--- config.mk ---
export PLATFORM = sky130hd
export DESIGN_NAME = twsr_slave
export DESIGN_NICKNAME = d
export VERILOG_FILES = /design/src/rtl/twsr_pkg.sv /design/src/rtl/twsr_sync.sv /design/src/rtl/twsr_cond.sv /design/src/rtl/twsr_addr_sel.sv /design/src/rtl/twsr_slave.sv
export SDC_FILE = /design/constraint.sdc
export NUM_CORES = 1
export LEC_CHECK = 0
export ABC_AREA = 1
export BUFFER_PORTS_ARGS = -buffer_cell sky130_fd_sc_hd__buf_2
export CORE_MARGIN = 4
export CORE_UTILIZATION = 30
export DETAILED_ROUTE_END_ITERATION = 16
export SETUP_SLACK_MARGIN = 0.3
export SYNTH_ARGS = -nofsm -noshare
export SYNTH_HDL_FRONTEND = slang
export SYNTH_SLANG_ARGS = --single-unit
export TNS_END_PERCENT = 1
--- constraint.sdc ---
create_clock -name clk -period 2.3 [get_ports clk]
set_clock_uncertainty 0.2 [all_clocks]
set_input_delay 0.23 -clock clk [delete_from_list [all_inputs] [get_ports clk]]
set_output_delay 0.23 -clock clk [all_outputs]
set_load 0.01 [all_outputs]
--- src/rtl/twsr_pkg.sv ---
package twsr_pkg;
    localparam int PTR_W  = 16;
    localparam int DATA_W = 8;
    localparam int BIT_W  = $clog2(DATA_W);
    localparam int HALF_W = PTR_W / 2;

    typedef enum logic [2:0] {
        S_IDLE,
        S_RX,
        S_ACK_WAIT,
        S_ACK,
        S_TX,
        S_TX_ACK,
        S_TX_LOAD
    } state_e;

    typedef struct packed {
        state_e              state;
        logic [BIT_W-1:0]    bitcnt;
        logic [DATA_W-1:0]   shreg;
        logic                rw;
        logic [1:0]          bidx;
        logic [PTR_W-1:0]    ptr;
        logic                oe;
        logic                wen;
        logic [PTR_W-1:0]    waddr;
        logic [DATA_W-1:0]   wdata;
    } fsm_t;
endpackage

--- src/rtl/twsr_sync.sv ---
module twsr_sync #(
    parameter int STAGES = 2
) (
    input  logic clk,
    input  logic rst_n,
    input  logic din,
    output logic lvl,
    output logic prev
);
    logic [STAGES:0] sh_q;

    always_ff @(posedge clk or negedge rst_n) begin
        if (!rst_n) sh_q <= '1;
        else        sh_q <= {sh_q[STAGES-1:0], din};
    end

    assign lvl  = sh_q[STAGES-1];
    assign prev = sh_q[STAGES];
endmodule

--- src/rtl/twsr_cond.sv ---
module twsr_cond (
    input  logic scl_lvl,
    input  logic scl_prev,
    input  logic sda_lvl,
    input  logic sda_prev,
    output logic scl_rise,
    output logic scl_fall,
    output logic start_det,
    output logic stop_det
);
    logic scl_held;

    assign scl_held  = scl_lvl & scl_prev;
    assign scl_rise  = scl_lvl & ~scl_prev;
    assign scl_fall  = ~scl_lvl & scl_prev;
    assign start_det = scl_held & sda_prev & ~sda_lvl;
    assign stop_det  = scl_held & ~sda_prev & sda_lvl;
endmodule

--- src/rtl/twsr_addr_sel.sv ---
module twsr_addr_sel #(
    parameter logic [6:0] DEF_ADDR = 7'h10,
    parameter logic [6:0] ALT_ADDR = 7'h18
) (
    input  logic       alt_en,
    input  logic       alt_sel,
    input  logic       prog_vld,
    input  logic [6:0] prog_addr,
    output logic [6:0] dev_addr
);
    always_comb begin
        if (prog_vld)               dev_addr = prog_addr;
        else if (alt_en && alt_sel) dev_addr = ALT_ADDR;
        else                        dev_addr = DEF_ADDR;
    end
endmodule

--- src/rtl/twsr_slave.sv ---
module twsr_slave
    import twsr_pkg::*;
#(
    parameter int         SYNC_STAGES = 2,
    parameter logic [6:0] DEF_ADDR    = 7'h10,
    parameter logic [6:0] ALT_ADDR    = 7'h18
) (
    input  logic              clk,
    input  logic              rst_n,
    input  logic              scl_in,
    input  logic              sda_in,
    output logic              sda_oe,
    input  logic              alt_en,
    input  logic              alt_sel,
    input  logic              prog_vld,
    input  logic [6:0]        prog_addr,
    output logic [PTR_W-1:0]  rd_addr,
    input  logic [DATA_W-1:0] rd_data,
    output logic              wr_en,
    output logic [PTR_W-1:0]  wr_addr,
    output logic [DATA_W-1:0] wr_data
);
    localparam int              NLINES   = 2;
    localparam logic [BIT_W-1:0] LAST_BIT = BIT_W'(DATA_W - 1);

    logic [NLINES-1:0] pins, lvl, prv;
    logic scl_rise, scl_fall, start_det, stop_det;
    logic [6:0] dev_addr;
    logic [DATA_W-1:0] rx_byte;
    fsm_t q, d;

    assign pins = {sda_in, scl_in};

    for (genvar g = 0; g < NLINES; g++) begin : g_sync
        twsr_sync #(.STAGES(SYNC_STAGES)) u_sync (
            .clk  (clk),
            .rst_n(rst_n),
            .din  (pins[g]),
            .lvl  (lvl[g]),
            .prev (prv[g])
        );
    end

    twsr_cond u_cond (
        .scl_lvl  (lvl[0]),
        .scl_prev (prv[0]),
        .sda_lvl  (lvl[1]),
        .sda_prev (prv[1]),
        .scl_rise (scl_rise),
        .scl_fall (scl_fall),
        .start_det(start_det),
        .stop_det (stop_det)
    );

    twsr_addr_sel #(.DEF_ADDR(DEF_ADDR), .ALT_ADDR(ALT_ADDR)) u_asel (
        .alt_en   (alt_en),
        .alt_sel  (alt_sel),
        .prog_vld (prog_vld),
        .prog_addr(prog_addr),
        .dev_addr (dev_addr)
    );

    assign rx_byte = {q.shreg[DATA_W-2:0], lvl[1]};

    always_comb begin
        d     = q;
        d.wen = 1'b0;
        if (start_det) begin
            d.state  = S_RX;
            d.bitcnt = '0;
            d.bidx   = '0;
            d.oe     = 1'b0;
        end else if (stop_det) begin
            d.state = S_IDLE;
            d.oe    = 1'b0;
        end else begin
            unique case (q.state)
                S_IDLE: ;
                S_RX: if (scl_rise) begin
                    d.shreg  = rx_byte;
                    d.bitcnt = q.bitcnt + 1'b1;
                    if (q.bitcnt == LAST_BIT) begin
                        d.state = S_ACK_WAIT;
                        if (q.bidx != 2'd3) d.bidx = q.bidx + 1'b1;
                        unique case (q.bidx)
                            2'd0: begin
                                if (rx_byte[DATA_W-1:1] == dev_addr) d.rw = rx_byte[0];
                                else                                 d.state = S_IDLE;
                            end
                            2'd1: d.ptr[PTR_W-1:HALF_W] = rx_byte;
                            2'd2: d.ptr[HALF_W-1:0]     = rx_byte;
                            default: begin
                                d.wen   = 1'b1;
                                d.waddr = q.ptr;
                                d.wdata = rx_byte;
                                d.ptr   = q.ptr + 1'b1;
                            end
                        endcase
                    end
                end
                S_ACK_WAIT: if (scl_fall) begin
                    d.oe    = 1'b1;
                    d.state = S_ACK;
                end
                S_ACK: if (scl_fall) begin
                    d.bitcnt = '0;
                    if (q.rw) begin
                        d.state = S_TX;
                        d.shreg = rd_data;
                        d.oe    = ~rd_data[DATA_W-1];
                    end else begin
                        d.state = S_RX;
                        d.oe    = 1'b0;
                    end
                end
                S_TX: if (scl_fall) begin
                    if (q.bitcnt == LAST_BIT) begin
                        d.oe    = 1'b0;
                        d.state = S_TX_ACK;
                        d.ptr   = q.ptr + 1'b1;
                    end else begin
                        d.bitcnt = q.bitcnt + 1'b1;
                        d.shreg  = q.shreg << 1;
                        d.oe     = ~q.shreg[DATA_W-2];
                    end
                end
                S_TX_ACK: if (scl_rise) begin
                    d.state = lvl[1] ? S_IDLE : S_TX_LOAD;
                end
                S_TX_LOAD: if (scl_fall) begin
                    d.state  = S_TX;
                    d.bitcnt = '0;
                    d.shreg  = rd_data;
                    d.oe     = ~rd_data[DATA_W-1];
                end
                default: d.state = S_IDLE;
            endcase
        end
    end

    always_ff @(posedge clk or negedge rst_n) begin
        if (!rst_n) begin
            q       <= '0;
            q.state <= S_IDLE;
        end else begin
            q <= d;
        end
    end

    assign sda_oe  = q.oe;
    assign rd_addr = q.ptr;
    assign wr_en   = q.wen;
    assign wr_addr = q.waddr;
    assign wr_data = q.wdata;
endmodule

# --- After elaboration in Yosys (flattened, before gate mapping) ---
# Index checks and enable logic that the tools add are counted.
word_totals:
  ff_bits: 65
  word_cells: 137
classes:
  n_addsub: 3
  n_eq_ne: 36
  n_mux: 46
  n_bitwise: 16
  n_reduce_logical: 23
op_table:
  columns: ["cell", "n"]
  rows:
  - ["2-to-1 mux 25 bit", 6]
  - ["case mux 11 bit (4 select lines)", 1]
  - ["2-to-1 mux 14 bit", 3]
  - ["2-to-1 mux 33 bit", 1]
  - ["inequality test 4 bit, second input constant", 8]
  - ["case mux 16 bit (2 select lines)", 1]
  - ["case mux 8 bit (2 select lines)", 2]
  - ["2-to-1 mux 30 bit", 1]
  - ["2-to-1 mux 3 bit", 9]
  - ["inequality test 2 bit, second input constant", 12]
  - ["case mux 3 bit (7 select lines)", 1]
  - ["2-to-1 mux 19 bit", 1]
  - ["inequality test 3 bit, second input constant", 6]
  - ["AND reduction 9 bit", 2]
  - ["2-to-1 mux 17 bit", 1]
  - ["adder 16 x 1 -> 16 bit, second input constant", 1]
  - ["2-to-1 mux 16 bit", 1]
  - ["AND reduction 8 bit", 2]
  - ["AND reduction 7 bit", 2]
  - ["== test 3 bit, second input constant", 4]
  - ["2-to-1 mux 11 bit", 1]
  - ["AND reduction 5 bit", 2]
  - ["nonzero test 2 bit", 5]
  - ["2-to-1 mux 1 bit", 9]
  - ["other kinds (24)", 42]

# --- Logic depth before layout (Yosys ltp) ---
# Gate-level depths: netlist of the first run.
logic_depth:
  ltp_word: 11
  mapped_depth: 12
  ltp_nobuf: 12

# --- Cells and area by module ---
# From an unflattened synthesis of the first run, not the netlist that was laid out.
unflattened:
  cells_unflattened: 538
  area_unflattened_um2: 4028.9
by_module_without_submodules:
  columns: ["mod", "instances", "cells_per_inst", "area_per_inst_um2"]
  rows:
  - ["twsr_slave", 1, 506, 3769.9]
  - ["twsr_sync", 2, 3, 78.8]
  - ["twsr_addr_sel", 1, 15, 60.1]
  - ["twsr_cond", 1, 11, 41.3]

# --- Least setup slack after synthesis of the first run ---
# No wires, ideal clock.
synth_timing:
  path_kind: "register to register"
  startpoint: "register g_sync[0].u_sync.sh_q[1]"
  endpoint: "register q (netlist bit rd_addr[3])"
  setup_ps: 123
  arrival_time_ps: 1596
  required_time_ps: 1977
  path_slack_ps: 381
  stages_incl_launch_ff: 13
  n_path_buf: 1
  cell_sequence: "dfstp_2 inv_1 nor2_1 inv_1 nand2_2 o21ai_2 nor2_4 nand2_1 nor2_4 inv_2 buf_6 nand2_1 o21ai_2"
synth_between:
  elab_chain_cells: 5
  word_cells_on_any_way: 13
  classes_between: "eq/ne: 2; bitwise: 10; reduce/logical: 1"
synth_lines:
  columns: ["item", "line", "text"]
  rows:
  - ["start, declared", "twsr_sync.sv:10", "logic [STAGES:0] sh_q;"]
  - ["start signal, assigned", "twsr_sync.sv:14", "else sh_q <= {sh_q[STAGES-1:0], din};"]
  - ["bitwise AND 1 bit", "twsr_cond.sv:13", "assign scl_held = scl_lvl & scl_prev;"]
  - ["bitwise AND 1 bit (on tied branches) (2 in series)", "twsr_cond.sv:17, twsr_cond.sv:16", null]
  - ["NOT 1 bit (no line)", null, null]
  - ["AND reduction 8 bit (no line) (*)", null, null]
  - ["end, declared", "twsr_slave.sv:30", "fsm_t q, d;"]
# Mark *: on every way between the ends. The rest lies on a longest branch, timed or not.
# A chain may end at the register's enable or synchronous reset.

# --- Worst setup path in the final report of the first run ---
layout_timing:
  startpoint: "register g_sync[0].u_sync.sh_q[1]"
  endpoint: "register q (netlist bit rd_addr[2])"
# Same word-level chain as after synthesis.

==> results.md, run 1 <==
- Mean instance size in the synthesized netlist: 7.422 um2
- Worst setup EP type: flip-flop
- Number of placed instances with taps included: 702
- Total number of H-tree levels: 3
- Synth cell types: 27
- Clock latency on the worst-skew pair: 340 ps
- List of cells traversed by the critical path: inv_1, nor2_4, inv_4, nand2_4, o21ai_2, nor2_4, nand2_2, nor2_4, inv_4, nand2_1, o21ai_2
- RD Place Congestion: 0.9199
- Clock tree from TritonCTS: yes
- Die Outline Area: 14,580 um2
- Crit path largest cell delay: 540 ps
- Relative slew margins: 0.7381
- Synth Flop Type: dfrtp_1
- Post-synthesis sequential element count: 64
- Post-detailed-placement half-perimeter wirelength: 7.192 mm
- Final Setup Violations: 0
- Routed vias: 3,372
- Initial core utilization: 0.3124
- Average wire per cell in the routed design: 13.37 um
- Setup_tns: 0 ps
- Cell depth of the worst flop-to-flop path: 11
- Height of the die: 120.8 um
- Share of async-settable or async-resettable flops after synthesis: 1.000
- Synthesized net count: 544
- Final design area excluding fillers: 4583 um2
- Critical path type: reg2reg
- Total routing resource utilization after global routing: 0.1369
- DRC violations left: 0
- Core Region: 12,210 um2
- Cell row count: 40
- Shortest period the worst path allows: 1928 ps
- Overall Power: 3.504 mW
- Number of synthesized flops with an enable pin: 0
- Final setup margin: 372.2 ps
- Worst setup timing slack at the placement stage: 76.62 ps
- Final Routed Wirelength: 9.770 mm
- Buffers on Ports: 63
- Biggest fanout along the worst timing path: 11
- Destination of the worst register-to-register timing path: rd_addr[2]$_DFFE_PN0P_
- DRT iter0 DRCs: 165
- Top area cells in the synthesized netlist: dfrtp_1, nand2_1, buf_4
- Largest net degree at the start of global routing: 65
- Min-delay worst type: in2reg
- Layout fillers: 1,286
- Proportion of synthesized chip area in sequential cells: 0.4218
- Fraction of final layout cells sized beyond drive strength 1: 0.2309
- Cell type with the highest occurrence count on the critical path: nor2_4
- Number of nets in the finished design: 588
- Die outline width: 120.8 um
- Startpoint of the worst register-to-register path: g_sync[0].u_sync.sh_q[1]$_DFF_PN1_
- Sinks on the clock net: 64
- Number of inserted diodes: 0
- Highest-delay cell along the critical path: dfstp_2
- Power density over cell area: 764.5 nW/um2
- Part of the cycle the worst path needs: 0.8382
- Deepest clock path buffer count: 2
- Worst setup path startpoint: g_sync[0].u_sync.sh_q[1]$_DFF_PN1_
- Endpoints failing hold: 0
- Number of iterations in the first detailed-routing pass: 4
- Initial antenna violation count: 0
- Worst Path Required: 2320 ps
- Top-area cell type share of the netlist area: 0.3805
- Dpl cell area: 4063 um2
- Worst VDD drop: 0.3691 mV
- Reg-to-reg slack, setup: 370 ps
- Buffer cell driving the clock tree root: clkbuf_16
- Max Cap Violations: 0
- Leakage component of the power: 2.382 nW
- Via count of the first global-routing pass: 3,153
- Fmax achieved: 0.5187 GHz
- Critical path startpoint category: flip-flop
- Final cell count without fillers: 731
- Slew @ Worst Pin: 391.4 ps
- RSZ-0062 raised after global routing: true
- Number of CTS-inserted buffers: 9
- First-pass GRT wire length: 15.88 mm
- Growth of design area from synthesis to finish: 20.14%
- Commonest cells in the synthesized netlist: nand2_1, dfrtp_1, inv_1
- Post-detailed-route via-to-cell ratio: 4.613
- CP Capture Point: rd_addr[2]$_DFFE_PN0P_
- Remaining global-route overflow: 0
- Clk pin slew, worst setup/hold paths: 60 ps
- Top cell type by total area after synthesis: dfrtp_1
- Max Slew Vio Count: 0
- Number of synthesis warnings: 0
- Run status: complete, no violations
- Cells after Synth: 514
- Antenna-violating nets left: 0
- # IOs: 64
- Area of the mapped netlist: 3815 um2
- Data arrival, critical path: 1950 ps
- Most repeated cell in the gate-level netlist after synthesis: nand2_1
## layer usage
metal,vias to the layer above,share of wire,routed length [um],global-route usage
met5,-,0,0,0
met4,0,0.010,100,0.03541
met3,6,0.065,631,0.04537
met2,92,0.46,4496,0.2134
met1,1572,0.46,4541,0.1828
li1,1702,-,-,-
## state kept, by name, indices dropped and copies added, names as in the netlist
| name | cells |
|---|---|
| q | 16 |
| rd_addr | 16 |
| wr_addr | 16 |
| wr_data | 8 |
| g_sync.u_sync.sh_q | 6 |
| sda_oe | 1 |
| wr_en | 1 |
## placed cells by master (no fill, tap or decap), drive strengths merged, types with 5 or more instances in the layout
cell type  instances
nand2            153
a21oi             23
nand3             33
buf               77
nor3               6
ha                 8
o21ai             57
dfstp              6
dfrtp             58
inv               60
clkbuf            11
o211ai             5
xor2               6
nor2              41
## timing repair
item,4_1_cts,5_1_grt
resized for setup,4,18
pin swaps,1,4
cloned,0,1
endpoints found under the setup margin,19,45
setup buffers,1,7
hold endpoints to repair,61,0
hold buffers,4,0
## power breakdown
part	internal (mW)	switching, mW	leakage [nW]
logic	0.227	0.427	1.37
clock network	0.981	0.514	0.151
registers	1.23	0.123	0.863
total	2.44	1.06	2.38
## cell type report
type	instances	area [um2]	area share
timing repair buffer	82	514.2	0.1122
clock buffer	10	239.0	0.05214
sequential	64	1609	0.3511
inverter	60	234.0	0.05105
multi-input combinational	341	1685	0.3677
tap	168	210.2	0.04586
clock inverter	6	91.34	0.01993
## kinds of logic (layout without fill, tap and decap cells)
| logic type | Yosys count | in the layout | synth area share |
|---|---|---|---|
| fa+ha+maj | 8 | 8 | 0.02624 |
| flops | 64 | 64 | 0.4218 |
| simple gates | 237 | 237 | 0.2571 |
| compound gates | 90 | 90 | 0.1309 |
| xor+xnor | 6 | 6 | 0.01377 |
| buf+inv | 109 | 158 | 0.1502 |
## per-stage QoR
stage                       util  hold WS [ps]
after floorplan                -        -265.6
after global placement    0.3327         75.43
after detailed placement  0.3327         77.63
after CTS                 0.3642         61.14
after global routing      0.3753         112.9
final                     0.3753         77.47
## worst min-delay path by stage
stage               startpoint                 to  slack [ps]  cells after the start
finish              rd_data[4]  q[49]$_DFFE_PN0P_          80                      5
global route        rd_data[3]  q[48]$_DFFE_PN0P_         110                      5
CTS                 rd_data[4]  q[49]$_DFFE_PN0P_          60                      5
detailed placement       rst_n  q[57]$_DFFE_PN0P_          80                      2
global placement         rst_n  q[44]$_DFFE_PN0P_          80                      2
floorplan                rst_n  q[42]$_DFFE_PN0P_        -270                      0
## worst max-delay path: cells and delay by family (launching register included)
kind,cells,cell delay (ps)
and+or+nand+nor,6,710
DFF,1,540
buffers and inverters,3,240
AOI/OAI and AO/OA,2,120
Power figures use the tool's default switching activity.
==> inputs of run 2 (changes only) <==
clock period = 1.7 ns   (was 2.3 ns; I/O delays follow)
==> run 2 against run 1 <==
  * The run now ends with setup timing left
  * Clock power rose by 51%
  * Worst setup slack got worse by 500 ps
  * Cell count rose by 7.4%
  * Cell area rose by 14%
  * Fmax rose by 5.6%
  * Critical path type unchanged
  * Register-to-register slack got worse by 500 ps
  * Critical path depth did not move
  * Hold slack got worse by 65 ps
  * Power rose by 53%
  * Die area did not move
==> results.md, run 2 (synthesis gave the netlist of run 1 again) <==
- Startpoint of the lowest-slack hold path: rd_data[1]
- Initial antenna violation count: 0
- Crit path largest cell delay: 550 ps
- DRC violations left: 0
- Clk pin slew, worst setup/hold paths: 50 ps
- Multi-input gate area in the final layout: 1819 um2
- Largest net degree at the start of global routing: 65
- Family with the most delay on the worst path: simple AND/OR/NAND/NOR gates
- Core Region: 12,210 um2
- Part of the cycle the worst path needs: 1.074
- Number of nets in the finished design: 642
- Slew @ Worst Pin: 354.2 ps
- Worst Path Required: 1720 ps
- Number of iterations in the first detailed-routing pass: 5
- Initial core utilization: 0.3124
- Cell type with the highest occurrence count on the critical path: nor2_4
- Critical path type: reg2reg
- List of cells traversed by the critical path: inv_2, nor2_4, inv_2, nand2_2, o21ai_2, nor2_4, nand2_2, nor2_4, inv_6, nand2_1, o21ai_2
- Worst VDD drop: 0.4614 mV
- Number of CTS-inserted buffers: 9
- Sinks on the clock net: 64
- Number of buffer and inverter stages on the critical path: 3
- Number of inserted diodes: 0
- # IOs: 64
- Cell row count: 40
- Post-detailed-placement half-perimeter wirelength: 7.900 mm
- Leakage component of the power: 2.687 nW
- Post-detailed-route via-to-cell ratio: 4.585
- Final setup margin: -125.7 ps
- Run status: finished, violations left
- Worst setup EP type: flip-flop
- Die Outline Area: 14,580 um2
- Data arrival, critical path: 1850 ps
- Dpl cell area: 4493 um2
- Final Setup Violations: 52
- Fraction of final layout cells sized beyond drive strength 1: 0.3728
- Antenna-violating nets left: 0
- Final Routed Wirelength: 10.87 mm
- Relative slew margins: 0.7639
- First-pass GRT wire length: 17.92 mm
- Layout fillers: 1,246
- Average wire per cell in the routed design: 13.84 um
- Die outline width: 120.8 um
- Total number of H-tree levels: 3
- Endpoints failing hold: 0
- Total routing resource utilization after global routing: 0.1563
- Reg-to-reg slack, setup: -130 ps
- Via count of the first global-routing pass: 3,580
- Deepest clock path buffer count: 2
- Shortest period the worst path allows: 1826 ps
- Cell depth of the worst flop-to-flop path: 11
- Met3 Wirelength: 565 um
- Destination of the worst register-to-register timing path: rd_addr[2]$_DFFE_PN0P_
- Area taken by flip-flops and latches: 1612 um2
- Height of the die: 120.8 um
- Met2 Routed Length: 5.254 mm
- Routed vias: 3,599
- Most frequent cells in the layout: nand2_1, buf_2, buf_4, dfrtp_1, inv_1
- Clock latency on the worst-skew pair: 340 ps
- Critical path startpoint category: flip-flop
- Overall Power: 5.361 mW
- DRT iter0 DRCs: 234
- RSZ-0062 raised after global routing: true
- Buffers on Ports: 63
- Max Slew Vio Count: 0
- Highest-delay cell along the critical path: dfstp_2
- Growth of design area from synthesis to finish: 37.00%
- Fmax achieved: 0.5477 GHz
- Power density over cell area: 1026 nW/um2
- Biggest fanout along the worst timing path: 11
- Remaining global-route overflow: 0
- Clock tree from TritonCTS: yes
- Hold Path End: q[46]$_DFFE_PN0P_
- Max Cap Violations: 0
- Top layer in use: met4
- Wire length on met1: 4.932 mm
- RD Place Congestion: 0.9025
- Min-delay worst type: in2reg
- Most common cell after layout, fill and taps aside: nand2_1
- Worst hold path stage count: 5
- Startpoint of the worst register-to-register path: g_sync[0].u_sync.sh_q[1]$_DFF_PN1_
- Final design area excluding fillers: 5226 um2
- Violations in the final reports: setup timing
- Buffer cell driving the clock tree root: clkbuf_16
## run 2: worst max-delay path by stage
stage	startpoint	endpoint	slack [ps]	cells after the start
2_1_floorplan	g_sync[0].u_sync.sh_q[1]$_DFF_PN1_	rd_addr[3]$_DFFE_PN0P_	-140	12
3_3_place_gp	q[53]$_DFFE_PN0P_	wr_data[1]$_DFFE_PN0P_	-190	8
3_5_place_dp	q[53]$_DFFE_PN0P_	wr_addr[15]$_DFFE_PN0P_	-240	8
4_1_cts	q[53]$_DFFE_PN0P_	q[58]$_DFFE_PN0P_	-100	11
5_1_grt	g_sync[0].u_sync.sh_q[1]$_DFF_PN1_	rd_addr[2]$_DFFE_PN0P_	-230	11
6_report	g_sync[0].u_sync.sh_q[1]$_DFF_PN1_	rd_addr[2]$_DFFE_PN0P_	-130	11
## run 2: layout make-up
cell class | instances | area share
Timing Repair Buffer | 136 | 0.1884
Clock inverter | 4 | 0.01891
Clock buffer | 12 | 0.05099
Multi-Input combinational cell | 341 | 0.3481
Tap cell | 168 | 0.04022
Sequential cell | 64 | 0.3084
Inverter | 60 | 0.04501
## run 2: worst reg2reg max path, stage by stage, from the launching register on
cell and delay (ps):
dfstp_2 550, inv_2 50, nor2_4 80, inv_2 60
nand2_2 70, o21ai_2 70, nor2_4 160, nand2_2 90
nor2_4 170, inv_6 80, nand2_1 80, o21ai_2 60
## run 2: per-layer routing
| layer | GRT usage | up-vias |
|---|---|---|
| li1 | - | 1804 |
| met1 | 0.1988 | 1696 |
| met2 | 0.2595 | 89 |
| met3 | 0.04022 | 10 |
| met4 | 0.04958 | 0 |
| met5 | 0 | - |
## run 2: repair_timing
action / in CTS / in global routing
hold buffers: 4 / 0
buffers inserted: 3 / 1
hold endpoints to repair: 67 / 0
endpoints found under the setup margin: 59 / 64
pin swaps: 19 / 16
gates cloned: 2 / 0
gates resized for setup: 70 / 40
## run 2: report_power, final
| group | switching [mW] | internal (mW) | total (mW) |
|---|---|---|---|
| sequential | 0.165 | 1.67 | 1.83 |
| combinational | 0.723 | 0.555 | 1.28 |
| clock | 0.694 | 1.55 | 2.25 |
| total | 1.58 | 3.78 | 5.36 |
## run 2: metrics by stage
stage | TNS (ps) | utilization | instances | hold slack, ps | setup slack [ps]
2_1_floorplan | -2801 | - | 514 | -325.6 | -141.6
3_3_place_gp | -6899 | 0.3679 | 759 | 15.26 | -186.3
3_5_place_dp | -9707 | 0.3679 | 759 | 14.44 | -237.4
4_1_cts | -1963 | 0.4184 | 784 | 7.024 | -103.2
5_1_grt | -7917 | 0.4280 | 785 | 41.18 | -232.7
6_report | -2454 | 0.4280 | 785 | 12.58 | -125.7
